<file path="src/rtl/spi_cfg_pkg.sv">
package spi_cfg_pkg;
  typedef enum logic [1:0] {
    PH_INSTR = 2'd0,
    PH_DATA  = 2'd1,
    PH_IDLE  = 2'd2
  } phase_e;
endpackage

</file>
<file path="src/rtl/spi_rx_ctrl.sv">
module spi_rx_ctrl
  import spi_cfg_pkg::*;
#(
  parameter int ADDR_W = 5,
  parameter int DATA_W = 8,
  parameter int CNT_W  = 2
) (
  input  logic                        sclk,
  input  logic                        cs_n,
  input  logic                        din,
  input  logic                        lsb_first,
  output phase_e                      phase,
  output logic                        rw,
  output logic [$clog2(DATA_W)-1:0]   bit_cnt,
  output logic [ADDR_W-1:0]           cur_addr,
  output logic                        wr_en,
  output logic [DATA_W-1:0]           wr_data
);
  localparam int BIT_W   = $clog2(DATA_W);
  localparam int ORD_BIT = DATA_W - 1;

  phase_e              phase_q;
  logic                rw_q;
  logic [BIT_W-1:0]    bit_q;
  logic [DATA_W-2:0]   shreg_q;
  logic [CNT_W-1:0]    left_q;
  logic [ADDR_W-1:0]   addr_q;

  logic                last_bit;
  logic [DATA_W-1:0]   assembled;
  logic                lsb_after;
  logic [ADDR_W-1:0]   addr_step;

  assign last_bit  = (bit_q == BIT_W'(DATA_W - 1));
  assign assembled = lsb_first ? {din, shreg_q} : {shreg_q, din};

  // commit strobe: last bit of a write data byte
  assign wr_en   = (phase_q == PH_DATA) && !rw_q && last_bit && !cs_n;
  assign wr_data = assembled;

  // a byte that lands in register 0 decides the order from here on
  assign lsb_after = (wr_en && addr_q == '0) ? assembled[ORD_BIT] : lsb_first;
  assign addr_step = lsb_after ? addr_q + ADDR_W'(1) : addr_q - ADDR_W'(1);

  always_ff @(posedge sclk or posedge cs_n) begin
    if (cs_n) begin
      phase_q <= PH_INSTR;
      rw_q    <= 1'b0;
      bit_q   <= '0;
      shreg_q <= '0;
      left_q  <= '0;
      addr_q  <= '0;
    end else begin
      if (phase_q != PH_IDLE) begin
        bit_q   <= last_bit ? '0 : bit_q + BIT_W'(1);
        shreg_q <= lsb_first ? assembled[DATA_W-1:1] : assembled[DATA_W-2:0];
      end
      case (phase_q)
        PH_INSTR: if (last_bit) begin
          rw_q    <= assembled[DATA_W-1];
          left_q  <= assembled[DATA_W-2 -: CNT_W];
          addr_q  <= assembled[ADDR_W-1:0];
          phase_q <= PH_DATA;
        end
        PH_DATA: if (last_bit) begin
          addr_q <= addr_step;
          if (left_q == '0) phase_q <= PH_IDLE;
          else              left_q  <= left_q - CNT_W'(1);
        end
        default: ;
      endcase
    end
  end

  assign phase    = phase_q;
  assign rw       = rw_q;
  assign bit_cnt  = bit_q;
  assign cur_addr = addr_q;
endmodule

</file>
<file path="src/rtl/spi_reg_file.sv">
module spi_reg_file #(
  parameter int ADDR_W = 5,
  parameter int DATA_W = 8
) (
  input  logic                           sclk,
  input  logic                           rst_n,
  input  logic                           wr_en,
  input  logic [ADDR_W-1:0]              wr_addr,
  input  logic [DATA_W-1:0]              wr_data,
  input  logic [ADDR_W-1:0]              rd_addr,
  output logic [DATA_W-1:0]              rd_data,
  output logic [(DATA_W<<ADDR_W)-1:0]    regs_flat
);
  localparam int DEPTH = 1 << ADDR_W;

  for (genvar i = 0; i < DEPTH; i++) begin : g_reg
    logic [DATA_W-1:0] q;
    always_ff @(posedge sclk or negedge rst_n) begin
      if (!rst_n)                                  q <= '0;
      else if (wr_en && wr_addr == ADDR_W'(i))     q <= wr_data;
    end
    assign regs_flat[i*DATA_W +: DATA_W] = q;
  end

  assign rd_data = regs_flat[rd_addr*DATA_W +: DATA_W];
endmodule

</file>
<file path="src/rtl/spi_tx_drv.sv">
module spi_tx_drv
  import spi_cfg_pkg::*;
#(
  parameter int DATA_W = 8
) (
  input  logic                        sclk,
  input  logic                        cs_n,
  input  phase_e                      phase,
  input  logic                        rw,
  input  logic [$clog2(DATA_W)-1:0]   bit_cnt,
  input  logic                        lsb_first,
  input  logic                        four_wire,
  input  logic [DATA_W-1:0]           rd_byte,
  output logic                        sdio_o,
  output logic                        sdio_oe,
  output logic                        sdo_o,
  output logic                        sdo_oe
);
  localparam int BIT_W = $clog2(DATA_W);
  localparam logic [BIT_W-1:0] TOP = BIT_W'(DATA_W - 1);

  logic [BIT_W-1:0] sel;
  logic             bit_q;
  logic             act_q;

  assign sel = lsb_first ? bit_cnt : TOP - bit_cnt;

  // launched on the falling edge, sampled by the master on the next rise
  always_ff @(negedge sclk or posedge cs_n) begin
    if (cs_n) begin
      bit_q <= 1'b0;
      act_q <= 1'b0;
    end else begin
      bit_q <= rd_byte[sel];
      act_q <= (phase == PH_DATA) && rw;
    end
  end

  assign sdio_o  = bit_q;
  assign sdo_o   = bit_q;
  assign sdio_oe = act_q && !four_wire;
  assign sdo_oe  = act_q && four_wire;
endmodule

</file>
<file path="src/rtl/cfg_serial_port.sv">
module cfg_serial_port
  import spi_cfg_pkg::*;
#(
  parameter int ADDR_W = 5,
  parameter int DATA_W = 8
) (
  input  logic                         rst_n,
  input  logic                         sclk,
  input  logic                         cs_n,
  input  logic                         sdio_i,
  output logic                         sdio_o,
  output logic                         sdio_oe,
  output logic                         sdo_o,
  output logic                         sdo_oe,
  output logic [(DATA_W<<ADDR_W)-1:0]  regs_flat
);
  localparam int CNT_W    = DATA_W - 1 - ADDR_W;
  localparam int BIT_W    = $clog2(DATA_W);
  localparam int ORD_BIT  = DATA_W - 1;
  localparam int WIRE_BIT = DATA_W - 2;

  phase_e              phase;
  logic                rw_q;
  logic [BIT_W-1:0]    bit_cnt;
  logic [ADDR_W-1:0]   cur_addr;
  logic                wr_en;
  logic [DATA_W-1:0]   wr_data;
  logic [DATA_W-1:0]   rd_data;
  logic                lsb_first;
  logic                four_wire;

  assign lsb_first = regs_flat[ORD_BIT];
  assign four_wire = regs_flat[WIRE_BIT];

  spi_rx_ctrl #(.ADDR_W(ADDR_W), .DATA_W(DATA_W), .CNT_W(CNT_W)) u_rx (
    .sclk      (sclk),
    .cs_n      (cs_n),
    .din       (sdio_i),
    .lsb_first (lsb_first),
    .phase     (phase),
    .rw        (rw_q),
    .bit_cnt   (bit_cnt),
    .cur_addr  (cur_addr),
    .wr_en     (wr_en),
    .wr_data   (wr_data)
  );

  spi_reg_file #(.ADDR_W(ADDR_W), .DATA_W(DATA_W)) u_regs (
    .sclk      (sclk),
    .rst_n     (rst_n),
    .wr_en     (wr_en),
    .wr_addr   (cur_addr),
    .wr_data   (wr_data),
    .rd_addr   (cur_addr),
    .rd_data   (rd_data),
    .regs_flat (regs_flat)
  );

  spi_tx_drv #(.DATA_W(DATA_W)) u_tx (
    .sclk      (sclk),
    .cs_n      (cs_n),
    .phase     (phase),
    .rw        (rw_q),
    .bit_cnt   (bit_cnt),
    .lsb_first (lsb_first),
    .four_wire (four_wire),
    .rd_byte   (rd_data),
    .sdio_o    (sdio_o),
    .sdio_oe   (sdio_oe),
    .sdo_o     (sdo_o),
    .sdo_oe    (sdo_oe)
  );
endmodule

</file>
<file path="config.mk">
export PLATFORM = sky130hd
export DESIGN_NAME = cfg_serial_port
export DESIGN_NICKNAME = d
export VERILOG_FILES = /design/src/rtl/spi_cfg_pkg.sv /design/src/rtl/spi_rx_ctrl.sv /design/src/rtl/spi_reg_file.sv /design/src/rtl/spi_tx_drv.sv /design/src/rtl/cfg_serial_port.sv
export SDC_FILE = /design/constraint.sdc
export NUM_CORES = 1
export LEC_CHECK = 0
export ABC_AREA = 1
export BUFFER_PORTS_ARGS = -buffer_cell sky130_fd_sc_hd__buf_2
export CAP_MARGIN = 25
export CORE_MARGIN = 4
export CORE_UTILIZATION = 35
export DETAILED_ROUTE_END_ITERATION = 10
export SETUP_SLACK_MARGIN = 0.05
export SLEW_MARGIN = 10
export SYNTH_ARGS = -nofsm -noshare
export SYNTH_HDL_FRONTEND = slang
export SYNTH_SLANG_ARGS = --single-unit
</file>
<file path="constraint.sdc">
create_clock -name sclk -period 5 [get_ports sclk]
set_input_delay 0.5 -clock sclk [delete_from_list [all_inputs] [get_ports sclk]]
set_output_delay 0.5 -clock sclk [all_outputs]
set_load 0.01 [all_outputs]
</file>
==> flow_summary.toml, run 1 <==
[sta]
fin_hold_ws_ps = 279
setup_slack_ps = 311
slew_headroom = 0.310
tightest_slew_ps = 1030
rsz0062_at_grt = "no"
tns_ps = 0
finalSetupViolations = 0
finalHoldViolCount = 0
slew_viol_final = 0
clock-skew-final_ps = 15.6

[die]
core_area_sq_mm = 0.0386
std_cell_rows = 72
die_h_microns = 205
ioPinCount = 264
initial_utilization = 0.354
dieWidth_microns = 205
fp.dieArea_sq_mm = 0.0422

[worst_setup_path]
cp.arrival_ps = 2780
cpMostUsedCell = "nand3_1"
r2r_slack_ps = 310
crit_path_end = "u_tx.sdio_o"
r2r_start = "u_rx.cur_addr[2]"
required_ps = 3090
startpoint_type = "flip-flop"
crit_type = "flip-flop to flip-flop"
crit_slowest_cell = "dfrtp_1"
critical_path.endpoint_type = "flip-flop"
worstPathCellList = "inv_1 > nor2_4 > inv_1 > a21oi_1 > nor2_1 > nand2_1 > nand3_1 > nand3_1 > nand3_1 > nand2_1"
rr_endpoint = "u_tx.sdio_o"
setup.worst_path.start = "u_rx.cur_addr[2]"
slowest_delay_ps = 540
r2r_cells = 10
path_max_fanout = 14

[clock_tree]
clockBufferDepth = 3
cts_htree_levels = 1
clk_pin_slew_worst_paths_ps = 60
cts_tree = "built"
numCtsBuffers = 31
clkLatencyLatePin_ps = 570
clock-sinks = 278
clockRootBuffer = "clkbuf_16"

[global_routing]
grt_pass1_vias = 11894
antenna_found_initial = 1
grt_first_pass_wirelength_mm = 76.2
grt_max_degree = 117
grt-ovfl-total = 0
grt_usage = 0.234

[drt]
dr.pass1.iters = 6
drc = 0
routed_wirelength_mm = 51.2
wire_per_inst_microns = 20.4
via_per_inst = 5.14
ant_nets = 0
route.vias.total = 12889
drtIter0Drc = 1156

[yosys]
synth_area_leaders = "dfrtp_1, nand2_1, o21ai_0"
ys.flop_type = "dfrtp_1"
yosysWarnings = 0
synthDistinctLibCells = 32
synth.top_cell.area_share = 0.506
synth_top_cell_by_area = "dfrtp_1"
synth-async-reset-ratio = 1.00
synth_edf_count = 0
netlist_area_sq_mm = 0.0136
ys_seq_area_frac = 0.510
syn-num-nets = 1766
synth.ff_latch_count = 278
synth.avg_cell_area_sq_um = 7.79
netlist_instances = 1752

[power_and_ir_drop]
cellLeakagePower_nw = 8.57
ir_drop_v = 0.000392
power.density_mw_per_mm2 = 501

[placed_design]
place_ws_ps = 281
port_buffers = 263
gp_congestion = 0.910
dp_hpwl_mm = 36.2

[finish]
area_delta_synth_final_pct = 19.4
fin_nets = 1984
fin_util = 0.422
drive_gt1_frac = 0.190
antenna_cells = 0

[status]
outcome = "finished clean"

[job]
drv_cap = 0

[hold_path]
holdPathStages = 3
hp-class = "input port to flip-flop"
-- metal layers --
layer / share of wire / routed length, microns / global-route usage
met1: 0.44 / 22800 / 0.348
met2: 0.44 / 22600 / 0.354
met3: 0.085 / 4370 / 0.0443
met4: 0.028 / 1450 / 0.0608
met5: 0 / 0 / 0
-- Yosys cell counts (all sizes together) (3+ instances only) --
cell type and n:
xor2 7, nand4 3, o21ai 336, dfrtp 276
a21oi 29, nand3 97, inv 118, clkbuf 40
buf 73, ha 10, nor2 128, nand2 624
-- cells by family (layout without fill, tap and decap cells) --
kind of cell	count (synthesis)	after routing	share of synthesized area
AND/OR/NAND/NOR	854	854	0.256
AO/OA/AOI/OAI	369	369	0.136
flip-flops	278	278	0.510
buffers and inverters	232	471	0.0820
adder cells (fa/ha/maj)	10	10	0.00917
XOR/XNOR	7	7	0.00450
multiplexers	2	2	0.00165
-- registers in the layout, indices dropped and copies added (netlist names) --
register and flops:
u_rx.bit_cnt 3, u_rx.rw 1, u_tx.sdio_o 1, u_rx.phase 2, u_tx.act_q 1, u_rx.cur_addr 5, u_rx.shreg_q 7, u_regs.g.q 256
u_rx.left_q 2
-- metrics by stage --
step                      instance area, sq um  power, mW  cells
after global routing                     16300       8.63   2509
after global placement                   15300       5.91   2448
final                                    16300       8.15   2509
after floorplan                          13600       4.62   1752
after CTS                                16200       8.07   2505
after detailed placement                 15300       5.93   2449
-- how the worst min path moves through the flow --
stage / start / end / slack, ps
after floorplan: rst_n / u_regs.g_reg[0].q[0] / 200
after CTS: sdio_i / u_rx.shreg_q[6] / 250
after global routing: sdio_i / u_rx.shreg_q[6] / 280
after global placement: u_regs.g_reg[23].q[0] / u_regs.g_reg[23].q[0] / 490
final: sdio_i / u_rx.shreg_q[6] / 280
after detailed placement: u_regs.g_reg[16].q[6] / u_regs.g_reg[16].q[6] / 490
-- report_power, final --
part           switching (mW)  internal, mW  leakage, nW  total (mW)
registers               0.230          2.45         3.82        2.69
clock network           0.916          1.22        0.443        2.13
logic                    2.39         0.943         4.30        3.33
total                    3.54          4.61         8.57        8.15
-- cell type report --
class	instances	area, sq um
fillers	4003	22300
flip-flops and latches	278	6960
multi-input cells	1242	5580
repair buffers	298	1730
clock buffers	53	908
well taps	518	648
inverters	119	449
clock inverters	1	8.76
-- layout by cell type (no fill, tap or decap), types with 2 or more instances in the layout --
cell type / count
xor2_1: 7
a21oi_2: 2
buf_4: 23
o21ai_1: 21
ha_1: 10
a21oi_1: 27
nand4_1: 3
buf_16: 2
nand2_4: 13
nor2_1: 120
nor2_2: 5
clkbuf_1: 17
dfrtn_1: 2
nor2_4: 3
buf_12: 5
o21ai_0: 314
clkbuf_8: 5
clkbuf_16: 32
inv_1: 110
dfrtp_1: 274
buf_8: 2
buf_2: 262
nand2_1: 602
o22ai_1: 2
dlygate4sd3_1: 2
nand3_1: 97
mux2_2: 2
inv_2: 7
nand2_2: 9
-- worst max-delay path: cells and delay by family (launching register included) --
family | cells | cell delay, ps
DFF | 1 | 540
and+or+nand+nor | 7 | 830
buffers and inverters | 2 | 420
AOI/OAI and AO/OA | 1 | 420
-- what timing repair did --
item | in CTS | in global routing
setup endpoints to repair | 0 | 1
endpoints found under the hold margin | 85 | 0
hold buffers | 2 | 0
buffers inserted | 0 | 2
resized for setup | 0 | 3
No activity file was read; power rests on OpenSTA's default activity.
==> run 2, diff against run 1 <==
- CORE_UTILIZATION: 35 -> 59
- PLACE_DENSITY: not set -> 0.84
==> run 2 against run 1 <==
  * Combinational power shrank 6.9%
  * First-iteration DRC count increased by 28%
  * Utilization is 28 points higher
  * Clock power is essentially flat
  * Die area decreased by 39%
  * Critical path type unchanged
  * Final cell count shrank 9.8%
  * Power is 2.8% lower
  * Clock skew decreased by 9.0 ps
  * Sequential share of layout area up 1.1 points
  * Flip-flop and latch count unchanged
  * Sequential power about the same
==> flow_summary.toml, run 2 (synthesis gave the netlist of run 1 again) <==
[drt]
ant_nets = 0
drtIter0Drc = 1484
routed_wirelength_mm = 45.0
via_per_inst = 5.84
dr.pass1.iters = 6
drc = 0
wire_per_inst_microns = 19.9
route.vias.total = 13219

[placed_design]
gp_congestion = 0.957
port_buffers = 263
dp_hpwl_mm = 30.4

[worst_setup_path]
startpoint_type = "flip-flop"
crit_slowest_cell = "dfrtp_4"
setup.worst_path.start = "u_rx.cur_addr[0]"
r2r_start = "u_rx.cur_addr[0]"
r2r_slack_ps = 180
path_max_fanout = 28
rr_endpoint = "u_tx.sdio_o"
crit_type = "flip-flop to flip-flop"
slowest_delay_ps = 500
critical_path.endpoint_type = "flip-flop"
r2r_cells = 13
worstPathCellList = "clkinv_2 > buf_4 > nand2_1 > nand3_1 > nand2_1 > nand2_1 > nand2_1 > inv_1 > nand3_1 > nand3_1 > nand3_1 > nand3_1 > nand2_1"
cp.arrival_ps = 2720
required_ps = 2900

[clock_tree]
post_cts_buffers = 0
clkLatencyLatePin_ps = 540
cts_tree = "built"
clockBufferDepth = 3
numCtsBuffers = 28
ctsHoldBuffers = 1
clockRootBuffer = "clkbuf_16"
cts_htree_levels = 1
cts_resized = 0
clock-sinks = 278
clk_pin_slew_worst_paths_ps = 60

[sta]
fin_hold_ws_ps = 8.78
rsz0062_at_grt = "no"
tns_ps = 0
slew_viol_final = 0
finalHoldViolCount = 0
slew_headroom = 0.307
finalSetupViolations = 0
tightest_slew_ps = 1040
clock-skew-final_ps = 6.54

[job]
drv_cap = 0

[finish]
drive_gt1_frac = 0.193
fin_nets = 1970
area_delta_synth_final_pct = 16.3
layout_common_cells = "nand2_1, o21ai_0, dfrtp_1"
antenna_cells = 0
fillCellCount = 1824
largest_reg_flops = 256
largest_register = "u_regs.g.q"
fin_util = 0.698
final_common_cell = "nand2_1"

[die]
fp.dieArea_sq_mm = 0.0256
std_cell_rows = 55
core_area_sq_mm = 0.0227
ioPinCount = 264
dieWidth_microns = 160
initial_utilization = 0.601
die_h_microns = 160

[global_routing]
grt-ovfl-total = 0
grt_usage = 0.344
grt_pass1_vias = 12466
antenna_found_initial = 1
grt_first_pass_wirelength_mm = 71.0
grt_max_degree = 140

[power_and_ir_drop]
ir_drop_v = 0.000460
cellLeakagePower_nw = 8.50
power.density_mw_per_mm2 = 500

[hold_path]
hp-class = "input port to async pin"

[status]
outcome = "finished clean"
-- run 2: through the flow --
step / area (sq um) / setup slack [ps] / power, mW / cells
6_report: 15900 / 177 / 7.93 / 2263
5_1_grt: 15900 / 109 / 8.30 / 2263
4_1_cts: 15900 / 256 / 7.83 / 2263
3_5_place_dp: 14900 / 262 / 5.70 / 2210
3_3_place_gp: 14900 / 269 / 5.64 / 2210
2_1_floorplan: 13600 / 923 / 4.62 / 1752
-- run 2: cell type report --
| type | instances | area [sq um] | share of cell area |
|---|---|---|---|
| clock inverter | 16 | 144 | 0.00907 |
| tap | 285 | 357 | 0.0225 |
| clock buffer | 36 | 792 | 0.0499 |
| timing repair buffer | 287 | 1570 | 0.0991 |
| inverter | 119 | 448 | 0.0282 |
| multi-input combinational | 1242 | 5590 | 0.352 |
| sequential | 278 | 6960 | 0.439 |
-- run 2: worst max-delay path by stage --
stage | end | slack [ps] | cells after the start
floorplan | u_tx.sdio_o | 920 | 12
global placement | u_tx.sdio_o | 270 | 13
detailed placement | u_tx.sdio_o | 260 | 13
CTS | u_tx.sdio_o | 260 | 13
global route | u_tx.sdio_o | 110 | 13
finish | u_tx.sdio_o | 180 | 13
-- run 2: report_power, final --
part,leakage [nW],internal (mW),switching [mW]
Sequential,3.82,2.45,0.240
Combinational,4.22,0.849,2.25
Clock,0.458,1.22,0.909
Total,8.50,4.53,3.40
-- run 2: critical path: cells and delay by family, from the launching register on --
kind                   cells  cell delay [ps]
buffers and inverters      3              760
and+or+nand+nor           10              910
DFF                        1              500
-- run 2: metal layers --
layer | vias to the layer above | GRT usage | wire length, microns
li1 | 5996 | - | -
met1 | 6184 | 0.469 | 17300
met2 | 874 | 0.544 | 20900
met3 | 165 | 0.0699 | 4760
met4 | 0 | 0.141 | 2060
met5 | - | 0 | 0
==> run 3, diff against run 2 <==
- CORE_UTILIZATION: 59 -> 28
- PLACE_DENSITY: 0.84 -> not set
==> run 3 against run 2 <==
  * The flow now finishes with violations (negative hold slack)
  * Final cell count grew 16%
  * Utilization shrank 35 points
  * Register-to-register slack gained 30 ps
  * Die area grew 100%
  * Critical path depth shrank 1
  * Via count shrank 1.8%
  * Clock-buffer cell count grew 18
  * Critical path type unchanged
  * Largest cell class unchanged
  * Largest power group unchanged
==> flow_summary.toml, run 3 (synthesis gave the netlist of run 1 again) <==
[sta]
setup_slack_ps = 209
finalHoldViolCount = 13
clock-skew-final_ps = 20.4
tns_ps = 0
finalSetupViolations = 0
tightest_slew_ps = 998
slew_viol_final = 0
fin_hold_ws_ps = -22.5
rsz0062_at_grt = "no"
slew_headroom = 0.333

[placed_design]
place_inst = 2552
dp_hpwl_mm = 38.9
port_buffers = 263
place_ws_ps = 247
dpl_cell_area_sq_mm = 0.0154
gp_congestion = 0.987

[worst_setup_path]
worstPathCellList = "clkinv_2 > buf_12 > o21ai_0 > nand2_1 > nand2_1 > nand2_1 > nor2_1 > nand2_1 > nand3_1 > nand3_1 > nand3_1 > nand2_1"
cpMostUsedCell = "nand2_1"
slowest_delay_ps = 440
crit_family = "simple AND/OR/NAND/NOR gates"
startpoint_type = "flip-flop"
critical_path.endpoint_type = "flip-flop"
crit_type = "flip-flop to flip-flop"
path_buf_inv = 2
cp.arrival_ps = 2690
path_max_fanout = 49
crit_slowest_cell = "dfrtp_4"
r2r_slack_ps = 210
required_ps = 2900

[drt]
wire_per_inst_microns = 20.7
routed_wirelength_mm = 54.1
dr.pass1.iters = 6
ant_nets = 0
drtIter0Drc = 1417
via_per_inst = 4.97
route.vias.total = 12983
drc = 0

[die]
ioPinCount = 264
dieWidth_microns = 229
fp.dieArea_sq_mm = 0.0523
std_cell_rows = 80
initial_utilization = 0.284
core_area_sq_mm = 0.0479
die_h_microns = 229

[finish]
largest_register = "u_regs.g.q"
layout_common_cells = "nand2_1, o21ai_0, dfrtp_1"
drive_gt1_frac = 0.197
fin_area_sq_mm = 0.0165
fillCellCount = 5029
fin_nets = 1988
final_common_cell = "nand2_1"
area_delta_synth_final_pct = 21.1
final_cells = 2614
largest_reg_flops = 256
antenna_cells = 0

[global_routing]
grt_usage = 0.203
grt_first_pass_wirelength_mm = 81.9
grt-ovfl-total = 0
grt_max_degree = 113
antenna_found_initial = 1
grt_pass1_vias = 12113

[clock_tree]
clkLatencyLatePin_ps = 540
cts_htree_levels = 2
clockBufferDepth = 3
cts_resized = 0
clock-sinks = 278
post_cts_buffers = 0
cts_tree = "built"
clk_pin_slew_worst_paths_ps = 60
ctsHoldBuffers = 0
numCtsBuffers = 34
clockRootBuffer = "clkbuf_16"

[power_and_ir_drop]
power.total_mw = 8.43
cellLeakagePower_nw = 8.63
power.density_mw_per_mm2 = 510
ir_drop_v = 0.000243

[status]
outcome = "finished with violations"
violations = "negative hold slack"

[hold_path]
hp-class = "input port to async pin"

[job]
drv_cap = 0
==> run 3: cell count changes in the layout (fill, tap and decap cells not counted), moves of 2 or more <==
cell        delta
inv_6          +2
clkbuf_1      +10
clkbuf_8       +2
clkbuf_16      +6
clkinv_2       -5
clkinvlp_4     -3
buf_4         +10
bufinv_16      -2
==> run 3: metal layers <==
metal	GRT usage	part of all wire
met5	0	0.00037
met4	0.0471	0.022
met3	0.0429	0.077
met2	0.312	0.45
met1	0.293	0.45
==> run 3: final cells by class <==
cell class,count,area [sq um],area share
Tap cell,615,769,0.0466
Timing Repair Buffer,299,1700,0.103
Sequential cell,278,6960,0.421
Clock inverter,7,45.0,0.00273
Clock buffer,54,1010,0.0610
Multi-Input combinational cell,1242,5590,0.338
Inverter,119,448,0.0271
==> run 3: final timing paths <==
kind / startpoint / end / depth (start not counted)
max: u_rx.cur_addr[0] / u_tx.sdio_o / 12
min: rst_n / u_regs.g_reg[23].q[6] / 1
max reg2reg: u_rx.cur_addr[0] / u_tx.sdio_o / 12
min reg2reg: u_regs.g_reg[26].q[6] / u_regs.g_reg[26].q[6] / 2
max in group asynchronous: cs_n / u_tx.sdio_o / 2
min in group sclk: sdio_i / u_rx.shreg_q[6] / 3
==> run 3: power by group <==
part	switching, mW	leakage [nW]	internal, mW
combinational	2.43	4.29	0.954
clock	0.991	0.515	1.39
sequential	0.214	3.82	2.46
==> run 3: worst register-to-register path: stages, from the launching register on <==
cell and delay (ps):
dfrtp_4 440, clkinv_2 290, buf_12 290, o21ai_0 430
nand2_1 120, nand2_1 80, nand2_1 50, nor2_1 110
nand2_1 70, nand3_1 70, nand3_1 80, nand3_1 70
nand2_1 50
==> run 3: metrics by stage <==
step | utilization | hold WS (ps)
6_report | 0.345 | -22.5
5_1_grt | 0.345 | 28.2
4_1_cts | 0.344 | 3.40
3_5_place_dp | 0.322 | 497
3_3_place_gp | 0.322 | 485
2_1_floorplan | - | 204
